`src/rtl/dacif_pkg.sv`:
```
// Package: shared sizes for the DAC input interface.
// Assumes a frame at least as long as the data word.
package dacif_pkg;
    localparam int WORD_W    = 14;
    localparam int SEG_BITS  = 3;
    localparam int FRAME_LEN = 16;
endpackage

```
`src/rtl/dacif_sync.sv`:
```
// Module: dacif_sync
// Two-flop synchroniser for a bundle of asynchronous inputs. All bits share
// the same latency, so data and its strobes stay aligned.
// Assumes each input level is held for at least two clock cycles.
module dacif_sync #(
    parameter int          W       = 4,
    parameter logic [W-1:0] RST_VAL = '0
) (
    input  logic         clk,
    input  logic         rst_n,
    input  logic [W-1:0] d_async,
    output logic [W-1:0] d_sync
);
    logic [W-1:0] stage1;

    // Two register stages into the clk domain
    always_ff @(posedge clk) begin
        if (!rst_n) begin
            stage1 <= RST_VAL;
            d_sync <= RST_VAL;
        end else begin
            stage1 <= d_async;
            d_sync <= stage1;
        end
    end
endmodule

```
`src/rtl/dacif_serial_rx.sv`:
```
// Module: dacif_serial_rx
// Collects one serial frame of FRAME_LEN bits and presents the selected
// WORD_W-bit window, in the selected bit order, with a one-cycle valid.
// Assumes synchronised inputs and FRAME_LEN >= WORD_W.
module dacif_serial_rx #(
    parameter int WORD_W    = 14,
    parameter int FRAME_LEN = 16
) (
    input  logic              clk,
    input  logic              rst_n,
    input  logic              en,
    input  logic              sync_n,
    input  logic              sync_fall,
    input  logic              sclk_fall,
    input  logic              sdata,
    input  logic              msb_first,
    input  logic              right_just,
    output logic              word_valid,
    output logic [WORD_W-1:0] word
);
    localparam int CNT_W = $clog2(FRAME_LEN);

    logic [FRAME_LEN-1:0] shreg;
    logic [FRAME_LEN-1:0] nxt;
    logic [CNT_W-1:0]     cnt;
    logic                 active;
    logic                 take;
    logic [WORD_W-1:0]    recv;
    logic [WORD_W-1:0]    rev;

    // A bit is taken on a clock fall inside an open frame
    always_comb begin
        take = en && active && !sync_n && !sync_fall && sclk_fall;
        nxt  = {shreg[FRAME_LEN-2:0], sdata};
    end

    // Frame state: open on sync fall, close on sync rise or full frame
    always_ff @(posedge clk) begin
        if (!rst_n) begin
            shreg  <= '0;
            cnt    <= '0;
            active <= 1'b0;
        end else if (!en) begin
            cnt    <= '0;
            active <= 1'b0;
        end else if (sync_fall) begin
            cnt    <= '0;
            active <= 1'b1;
        end else if (sync_n) begin
            active <= 1'b0;
        end else if (take) begin
            shreg <= nxt;
            if (cnt == CNT_W'(FRAME_LEN - 1)) begin
                cnt    <= '0;
                active <= 1'b0;
            end else begin
                cnt <= cnt + 1'b1;
            end
        end
    end

    // Window select: right takes the newest bits, left the oldest
    always_comb begin
        recv = right_just ? nxt[WORD_W-1:0] : nxt[FRAME_LEN-1 -: WORD_W];
    end

    generate
        for (genvar i = 0; i < WORD_W; i++) begin : g_rev
            assign rev[i] = recv[WORD_W-1-i];
        end
    endgenerate

    // Completed word and its valid pulse
    always_comb begin
        word_valid = take && (cnt == CNT_W'(FRAME_LEN - 1));
        word       = msb_first ? recv : rev;
    end

    a_r8_abort_closes: assert property (@(posedge clk) disable iff (!rst_n)
        sync_n |=> !active);
    a_r9_frame_closes: assert property (@(posedge clk) disable iff (!rst_n)
        word_valid |=> !active);
endmodule

```
`src/rtl/dacif_seg_decode.sv`:
```
// Module: dacif_seg_decode
// Expands an n-bit segment value into 2**n-1 thermometer switch enables:
// value v drives the lowest v outputs high.
module dacif_seg_decode #(
    parameter int SEG_BITS = 3
) (
    input  logic [SEG_BITS-1:0]         code,
    output logic [(1<<SEG_BITS)-2:0]    sw
);
    localparam int SEG_N = (1 << SEG_BITS) - 1;

    generate
        for (genvar i = 0; i < SEG_N; i++) begin : g_seg
            // One comparator for each switch
            assign sw[i] = (code > SEG_BITS'(i));
        end
    endgenerate
endmodule

```
`src/rtl/dac_front_end.sv`:
```
// Module: dac_front_end
// Dual-mode input interface for a 14-bit DAC. It takes parallel or serial
// writes into an input latch, loads the DAC latch on a falling load strobe,
// and drives the segment and ladder switch codes.
// Assumes ser_mode is static and all strobes are slow against clk.
module dac_front_end #(
    parameter int WORD_W    = dacif_pkg::WORD_W,
    parameter int SEG_BITS  = dacif_pkg::SEG_BITS,
    parameter int FRAME_LEN = dacif_pkg::FRAME_LEN
) (
    input  logic                           clk,
    input  logic                           rst_n,
    input  logic                           ser_mode,
    input  logic                           cs_n,
    input  logic                           wr_n,
    input  logic                           ldac_n,
    input  logic [WORD_W-1:0]              din,
    output logic [(1<<SEG_BITS)-2:0]       seg_sw,
    output logic [WORD_W-SEG_BITS-1:0]     ladder
);
    localparam int LAD_W    = WORD_W - SEG_BITS;
    localparam int BUS_W    = WORD_W + 3;
    localparam int SDATA_P  = WORD_W - 1;
    localparam int SCLK_P   = WORD_W - 2;
    localparam int FMT_P    = WORD_W - 3;
    localparam int JUST_P   = WORD_W - 4;

    logic [BUS_W-1:0]  bus_s;
    logic [WORD_W-1:0] din_s;
    logic              cs_s, wr_s, ldac_s, sclk_s;
    logic              wr_q, ldac_q, sclk_q;
    logic              sync_fall, sclk_fall, ldac_fall, par_wr;
    logic              rx_valid;
    logic [WORD_W-1:0] rx_word;
    logic [WORD_W-1:0] in_latch;
    logic [WORD_W-1:0] dac_latch;

    dacif_sync #(
        .W       (BUS_W),
        .RST_VAL ({3'b111, {WORD_W{1'b0}}})
    ) i_sync (
        .clk     (clk),
        .rst_n   (rst_n),
        .d_async ({ldac_n, wr_n, cs_n, din}),
        .d_sync  (bus_s)
    );

    // Unpack the synchronised bundle
    always_comb begin
        {ldac_s, wr_s, cs_s, din_s} = bus_s;
        sclk_s = din_s[SCLK_P];
    end

    // Previous levels for edge detection
    always_ff @(posedge clk) begin
        if (!rst_n) begin
            wr_q   <= 1'b1;
            ldac_q <= 1'b1;
            sclk_q <= 1'b0;
        end else begin
            wr_q   <= wr_s;
            ldac_q <= ldac_s;
            sclk_q <= sclk_s;
        end
    end

    // Edge and strobe decode
    always_comb begin
        sync_fall = wr_q && !wr_s;
        sclk_fall = sclk_q && !sclk_s;
        ldac_fall = ldac_q && !ldac_s;
        par_wr    = !ser_mode && !cs_s && !wr_s;
    end

    dacif_serial_rx #(
        .WORD_W    (WORD_W),
        .FRAME_LEN (FRAME_LEN)
    ) i_rx (
        .clk        (clk),
        .rst_n      (rst_n),
        .en         (ser_mode),
        .sync_n     (wr_s),
        .sync_fall  (sync_fall),
        .sclk_fall  (sclk_fall),
        .sdata      (din_s[SDATA_P]),
        .msb_first  (din_s[FMT_P]),
        .right_just (din_s[JUST_P]),
        .word_valid (rx_valid),
        .word       (rx_word)
    );

    // Input latch: parallel level write or completed serial word
    always_ff @(posedge clk) begin
        if (!rst_n) begin
            in_latch <= '0;
        end else if (par_wr) begin
            in_latch <= din_s;
        end else if (ser_mode && rx_valid) begin
            in_latch <= rx_word;
        end
    end

    // DAC latch: loads on the falling load strobe only
    always_ff @(posedge clk) begin
        if (!rst_n) begin
            dac_latch <= '0;
        end else if (ldac_fall) begin
            dac_latch <= in_latch;
        end
    end

    dacif_seg_decode #(
        .SEG_BITS (SEG_BITS)
    ) i_seg (
        .code (dac_latch[WORD_W-1 -: SEG_BITS]),
        .sw   (seg_sw)
    );

    assign ladder = dac_latch[LAD_W-1:0];

    a_r1_reset_clear: assert property (@(posedge clk)
        !rst_n |=> (in_latch == '0) && (dac_latch == '0));
    a_r2_par_capture: assert property (@(posedge clk) disable iff (!rst_n)
        par_wr |=> in_latch == $past(din_s));
    a_r3_cs_blocks: assert property (@(posedge clk) disable iff (!rst_n)
        (!ser_mode && cs_s) |=> $stable(in_latch));
    a_r4_hold: assert property (@(posedge clk) disable iff (!rst_n)
        !ldac_fall |=> $stable(dac_latch));
    a_r4_load: assert property (@(posedge clk) disable iff (!rst_n)
        ldac_fall |=> dac_latch == $past(in_latch));
    a_r10_seg_count: assert property (@(posedge clk) disable iff (!rst_n)
        $countones(seg_sw) == int'(dac_latch[WORD_W-1 -: SEG_BITS]));
    a_r10_seg_contig: assert property (@(posedge clk) disable iff (!rst_n)
        ((seg_sw + 1'b1) & seg_sw) == '0);
endmodule

```
`config.mk`:
```
export PLATFORM = sky130hd
export DESIGN_NAME = dac_front_end
export DESIGN_NICKNAME = d
export VERILOG_FILES = /design/src/rtl/dacif_pkg.sv /design/src/rtl/dacif_sync.sv /design/src/rtl/dacif_serial_rx.sv /design/src/rtl/dacif_seg_decode.sv /design/src/rtl/dac_front_end.sv
export SDC_FILE = /design/constraint.sdc
export NUM_CORES = 1
export LEC_CHECK = 0
export ABC_AREA = 1
export BUFFER_PORTS_ARGS = -buffer_cell sky130_fd_sc_hd__buf_2
export CAP_MARGIN = 20
export CELL_PAD_IN_SITES_DETAIL_PLACEMENT = 1
export CELL_PAD_IN_SITES_GLOBAL_PLACEMENT = 2
export CORE_MARGIN = 4
export CORE_UTILIZATION = 36
export CTS_CLUSTER_DIAMETER = 60
export DETAILED_ROUTE_END_ITERATION = 12
export PLACE_DENSITY = 0.9
export SLEW_MARGIN = 10
export SYNTH_ARGS = -nofsm -noshare
export SYNTH_HDL_FRONTEND = slang
export SYNTH_SLANG_ARGS = --single-unit
```
`constraint.sdc`:
```
create_clock -name clk -period 2.85 [get_ports clk]
set_input_delay 0.285 -clock clk [delete_from_list [all_inputs] [get_ports clk]]
set_output_delay 0.285 -clock clk [all_outputs]
set_load 0.1 [all_outputs]
```
# Word level (Yosys, flattened, before mapping)
# Index checks and enable logic that the tools add are counted.
totals:
  ff_bits: 85
  out_inout_bits: 18
  in_bits: 20
op_classes:
  mux: 9
  order_cmp: 7
  bitwise_logic: 4
  reduce_logical: 25
  n_eq_ne: 1
  add_sub_neg: 1
op_table:
  columns: ["op", "count"]
  rows:
  - ["two-way mux 14 bit", 4]
  - ["logical AND 1 bit", 11]
  - ["> comparator 3 bit, second input constant", 3]
  - ["> comparator 3 x 1 -> 1 bit, second input constant", 2]
  - ["> comparator 3 x 2 -> 1 bit, second input constant", 2]
  - ["logical NOT 1 bit", 6]
  - ["AND reduction 2 bit", 3]
  - ["nonzero test 3 bit", 2]
  - ["adder 4 x 1 -> 4 bit, second input constant", 1]
  - ["equality test 4 bit, second input constant", 1]
  - ["two-way mux 1 bit", 4]
  - ["two-way mux 4 bit", 1]
  - ["inverter 1 bit", 4]
  - ["AND reduction 4 bit", 1]
  - ["OR reduction 3 bit", 1]
  - ["nonzero test 2 bit", 1]

# Longest topological paths before layout
depth:
  word_depth: 9
  mapped_depth: 9

# Hierarchy
# From an unflattened synthesis, not the netlist that was laid out.
hier_totals:
  hier_cells: 478
  area_unflattened_um2: 3562.2
modules_own_cells:
  columns: ["mod", "seq_area_each_um2", "cells_per_inst", "n_inst", "area_each_um2"]
  rows:
  - ["dac_front_end", 620.6, 194, 1, 1427.6]
  - ["dacif_serial_rx", 400.4, 167, 1, 1088.5]
  - ["dacif_sync", 680.7, 106, 1, 1002.2]
  - ["dacif_seg_decode", 0.0, 11, 1, 43.8]

# Worst setup path after synthesis
# OpenSTA, ideal clock, no wires.
synth_path:
  path_kind: "reg-to-output"
  from: "register dac_latch[13]"
  to: "output seg_sw[4]"
  stages_incl_launch_ff: 3
  slack_ns: 0.028
  arrival_time_ns: 2.537
  path_cell_list: "dfxtp_1 > inv_1 > o21ai_0"
synth_via:
  elab_chain_cells: 1
synth_lines:
  columns: ["item", "line_no", "text"]
  rows:
  - ["start, declared", "dac_front_end.sv:36", "logic [WORD_W-1:0] dac_latch;"]
  - ["start signal, assigned", "dac_front_end.sv:108", "dac_latch <= in_latch;"]
  - ["> comparator 3 bit", "dacif_seg_decode.sv:15", "assign sw[i] = (code > SEG_BITS'(i));"]
  - ["end, declared", "dac_front_end.sv:18", "output logic [(1<<SEG_BITS)-2:0] seg_sw,"]
# No other way between the ends.

# Worst setup path after layout
layout_path:
  from: "register i_sync.d_sync[15]"
  to: "register in_latch[7]"
layout_via:
  elab_chain_cells: 8
layout_lines:
  columns: ["item", "line_no", "text"]
  rows:
  - ["start, declared", "dacif_sync.sv:12", "output logic [W-1:0] d_sync"]
  - ["start signal, assigned", "dacif_sync.sv:23", "d_sync <= stage1;"]
  - ["logical NOT 1 bit *", "dacif_serial_rx.sv:33, dac_front_end.sv:69, dac_front_end.sv:72", null]
  - ["logical AND 1 bit", "dac_front_end.sv:69", "sync_fall = wr_q && !wr_s;"]
  - ["logical NOT 1 bit", "dacif_serial_rx.sv:33", "take = en && active && !sync_n && !sync_fall && sclk_fall;"]
  - ["logical AND 1 bit (2 in a row)", "dacif_serial_rx.sv:33", null]
  - ["logical AND 1 bit", "dacif_serial_rx.sv:75", "word_valid = take && (cnt == CNT_W'(FRAME_LEN - 1));"]
  - ["logical AND 1 bit", "dac_front_end.sv:98", "end else if (ser_mode && rx_valid) begin"]
  - ["nonzero test 2 bit (no source line)", null, null]
  - ["end signal, assigned", "dac_front_end.sv:97", "in_latch <= din_s;"]
  - ["end signal, assigned", "dac_front_end.sv:99", "in_latch <= rx_word;"]
  - ["end, declared", "dac_front_end.sv:35", "logic [WORD_W-1:0] in_latch;"]
# Mark *: on every way between the ends. The rest lies on a longest branch, timed or not.
# A chain may end at the register's enable or synchronous reset.

==> results.cfg <==
[timing]
worst_slew_pin_slew_ps = 615
drv_slew = 0
finalCriticalPeriod_ps = 1870
setup_viol = 0
period_share = 0.655
fin_setup_tns_ps = 0
relSlewSlack = 0.589
rsz0062_at_grt = false
skew_ps = 13.1
max_freq_mhz = 535
whs_ps = 104
hold_viol = 0

[floorplanning]
rows = 36
initial_utilization = 0.369
ioPinCount = 38
die-area_mm2 = 0.0116
die_y_um = 108
die_w_um = 108
core-area_mm2 = 0.00973

[yosys]
syn_avg_cell_area_um2 = 7.33
yosys-top-cells-count = nand2_1 (131), dfxtp_1 (85), nand3_1 (66)
async_flop_share = 0
synth_nets = 511
synth_most_common_cell = nand2_1
synth_top_area_frac = 0.474
ys_types = 23
yosys_warnings = 0
synth_top_area_cell = dfxtp_1
netlist_instances = 490
synth_area_mm2 = 0.00359
ys_seq_area_frac = 0.474
synth.area.top_cells = dfxtp_1 (47%), nand2_1 (14%), nand3_1 (9.2%)
yosys_most_used_dff = dfxtp_1
synth-edff-count = 0
ys_ff_latch = 85

[clock_network]
clock-root-buffer = clkbuf_8
clock_sinks = 85
h-tree-depth = 3
cts_resized = 0
clk_latency_ps = 360
cts_tree = yes
cts_buffers = 9
post-cts-setup-buffers = 0
ctsHoldBuffers = 0
cts_buffer_depth = 2
clk_pin_slew_worst_paths_ps = 90

[setup_path]
crit_type = reg -> reg
crit_path_end_kind = flop
worstPathCellList = inv_2, nand2_1, buf_4, inv_2, nor2_2, nor2_1, nor2_1
slowest_stage = nor2_2
r2r_setup_slack_ps = 980
cp.arrival_ps = 2150
rr_startpoint = i_sync.d_sync[15]
reg2reg_depth = 7
cp.required_ps = 3130
worstSetupStartpoint = i_sync.d_sync[15]
path_delay_family = simple AND/OR/NAND/NOR gates
critPathLaunchType = flop
r2r_end = in_latch[7]
critical_path_buf_inv_count = 3
slowest_delay_ps = 540
path_depth = 7
crit_end = in_latch[7]
crit_fanout = 30

[route]
routed-wl-met2_um = 3820
drt_iter0_markers = 161
final_antenna_net_count = 0
wire_per_inst_um = 12.7
drc = 0
vias_per_cell = 4.65
drtPass1Iterations = 4
vias = 2988
met1_length_um = 3950
met3_length_um = 329
top_layer_used = met4
wl_um = 8170

[run]
max-cap-violations = 0

[global_routing]
grt_use_total = 0.151
grt_pass1_vias = 2969
grt_start_max_net_pins = 59
gr-total-overflow = 0
antenna_found_initial = 0
grt_pass1_wl_um = 14100

[cells_and_area]
drive_above_1_share = 0.157
synthToLayoutAreaGrowth_pct = 10.2
fin_nets = 525
diodes = 0

[hold_path]
min_path_cells = 3
hp-class = in -> reg

[power_and_ir_drop]
peakVddDrop_mv = 0.242
leakagePower_nw = 2.04
power.density_mw_per_mm2 = 604

[placement]
portBuffers = 37
hpwl_um = 5690
gp_congestion = 0.831

[run_status]
status = finished, final reports clean
[area by class of cell]
class	instances	area, um^2
well taps	133	166
inverters	60	225
clock inverters	7	98.8
flip-flops and latches	85	1700
clock buffers	9	124
multi-input cells	306	1420
repair buffers	42	223
fillers	1246	5770
[sequential cells by signal (all words and copies together), names as in the netlist]
register	flops
i_rx.cnt	4
dac_latch	14
i_rx.active	1
ldac_q	1
in_latch	14
i_rx.shreg	15
sclk_q	1
i_sync.stage1	17
wr_q	1
i_sync.d_sync	17
[how the worst min path moves through the flow]
stage | from | to | slack (ps)
floorplan | din[0] | i_sync.stage1[0] | 380
global placement | i_sync.stage1[10] | i_sync.d_sync[10] | 390
detailed placement | i_sync.stage1[14] | i_sync.d_sync[14] | 400
CTS | din[1] | i_sync.stage1[1] | 90
global route | din[4] | i_sync.stage1[4] | 100
finish | din[6] | i_sync.stage1[6] | 100
[kinds of logic after synthesis]
family | share of synthesized area
and+or+nand+nor | 0.320
buffers and inverters | 0.131
DFF | 0.474
AOI/OAI and AO/OA | 0.0697
xor gates and xnor gates | 0.00244
adders and majority gates | 0.00348
[cells in the final DEF (no fill, tap or decap), types with 5 or more instances in the layout]
cell type  instances
nand2_1          131
dfxtp_1           85
nand3_1           66
inv_1             58
buf_2             37
nor2_1            35
a21oi_1           34
o21ai_0           16
clkbuf_8           9
nand3_2            8
or2_2              6
buf_4              5
[metal layers]
| layer | vias up | global-route usage |
|---|---|---|
| met5 | - | 0 |
| met4 | 0 | 0.0406 |
| met1 | 1387 | 0.203 |
| met2 | 56 | 0.243 |
| li1 | 1538 | - |
| met3 | 7 | 0.0360 |
[through the flow]
step,instance area (um^2),std cells,power (mW),worst slack (ps),utilization
2_1_floorplan,3590,490,1.44,28.2,-
3_3_place_gp,3730,626,1.47,1020,0.384
3_5_place_dp,3730,626,1.47,951,0.384
4_1_cts,3960,642,2.42,951,0.407
5_1_grt,3960,642,2.50,730,0.407
6_report,3960,642,2.39,982,0.407
[worst register-to-register path, cell delays in order, from the launching register on]
cell and delay (ps):
dfxtp_1 370, inv_2 60, nand2_1 60, buf_4 330, inv_2 210, nor2_2 540, nor2_1 90, nor2_1 130
[report_power, final]
group	leakage [nW]	switching (mW)	internal (mW)	total, mW
clock	0.110	0.449	0.498	0.947
sequential	0.694	0.0156	1.22	1.24
combinational	1.24	0.161	0.0454	0.206
total	2.04	0.626	1.77	2.39
No activity file was read; power rests on OpenSTA's default activity.
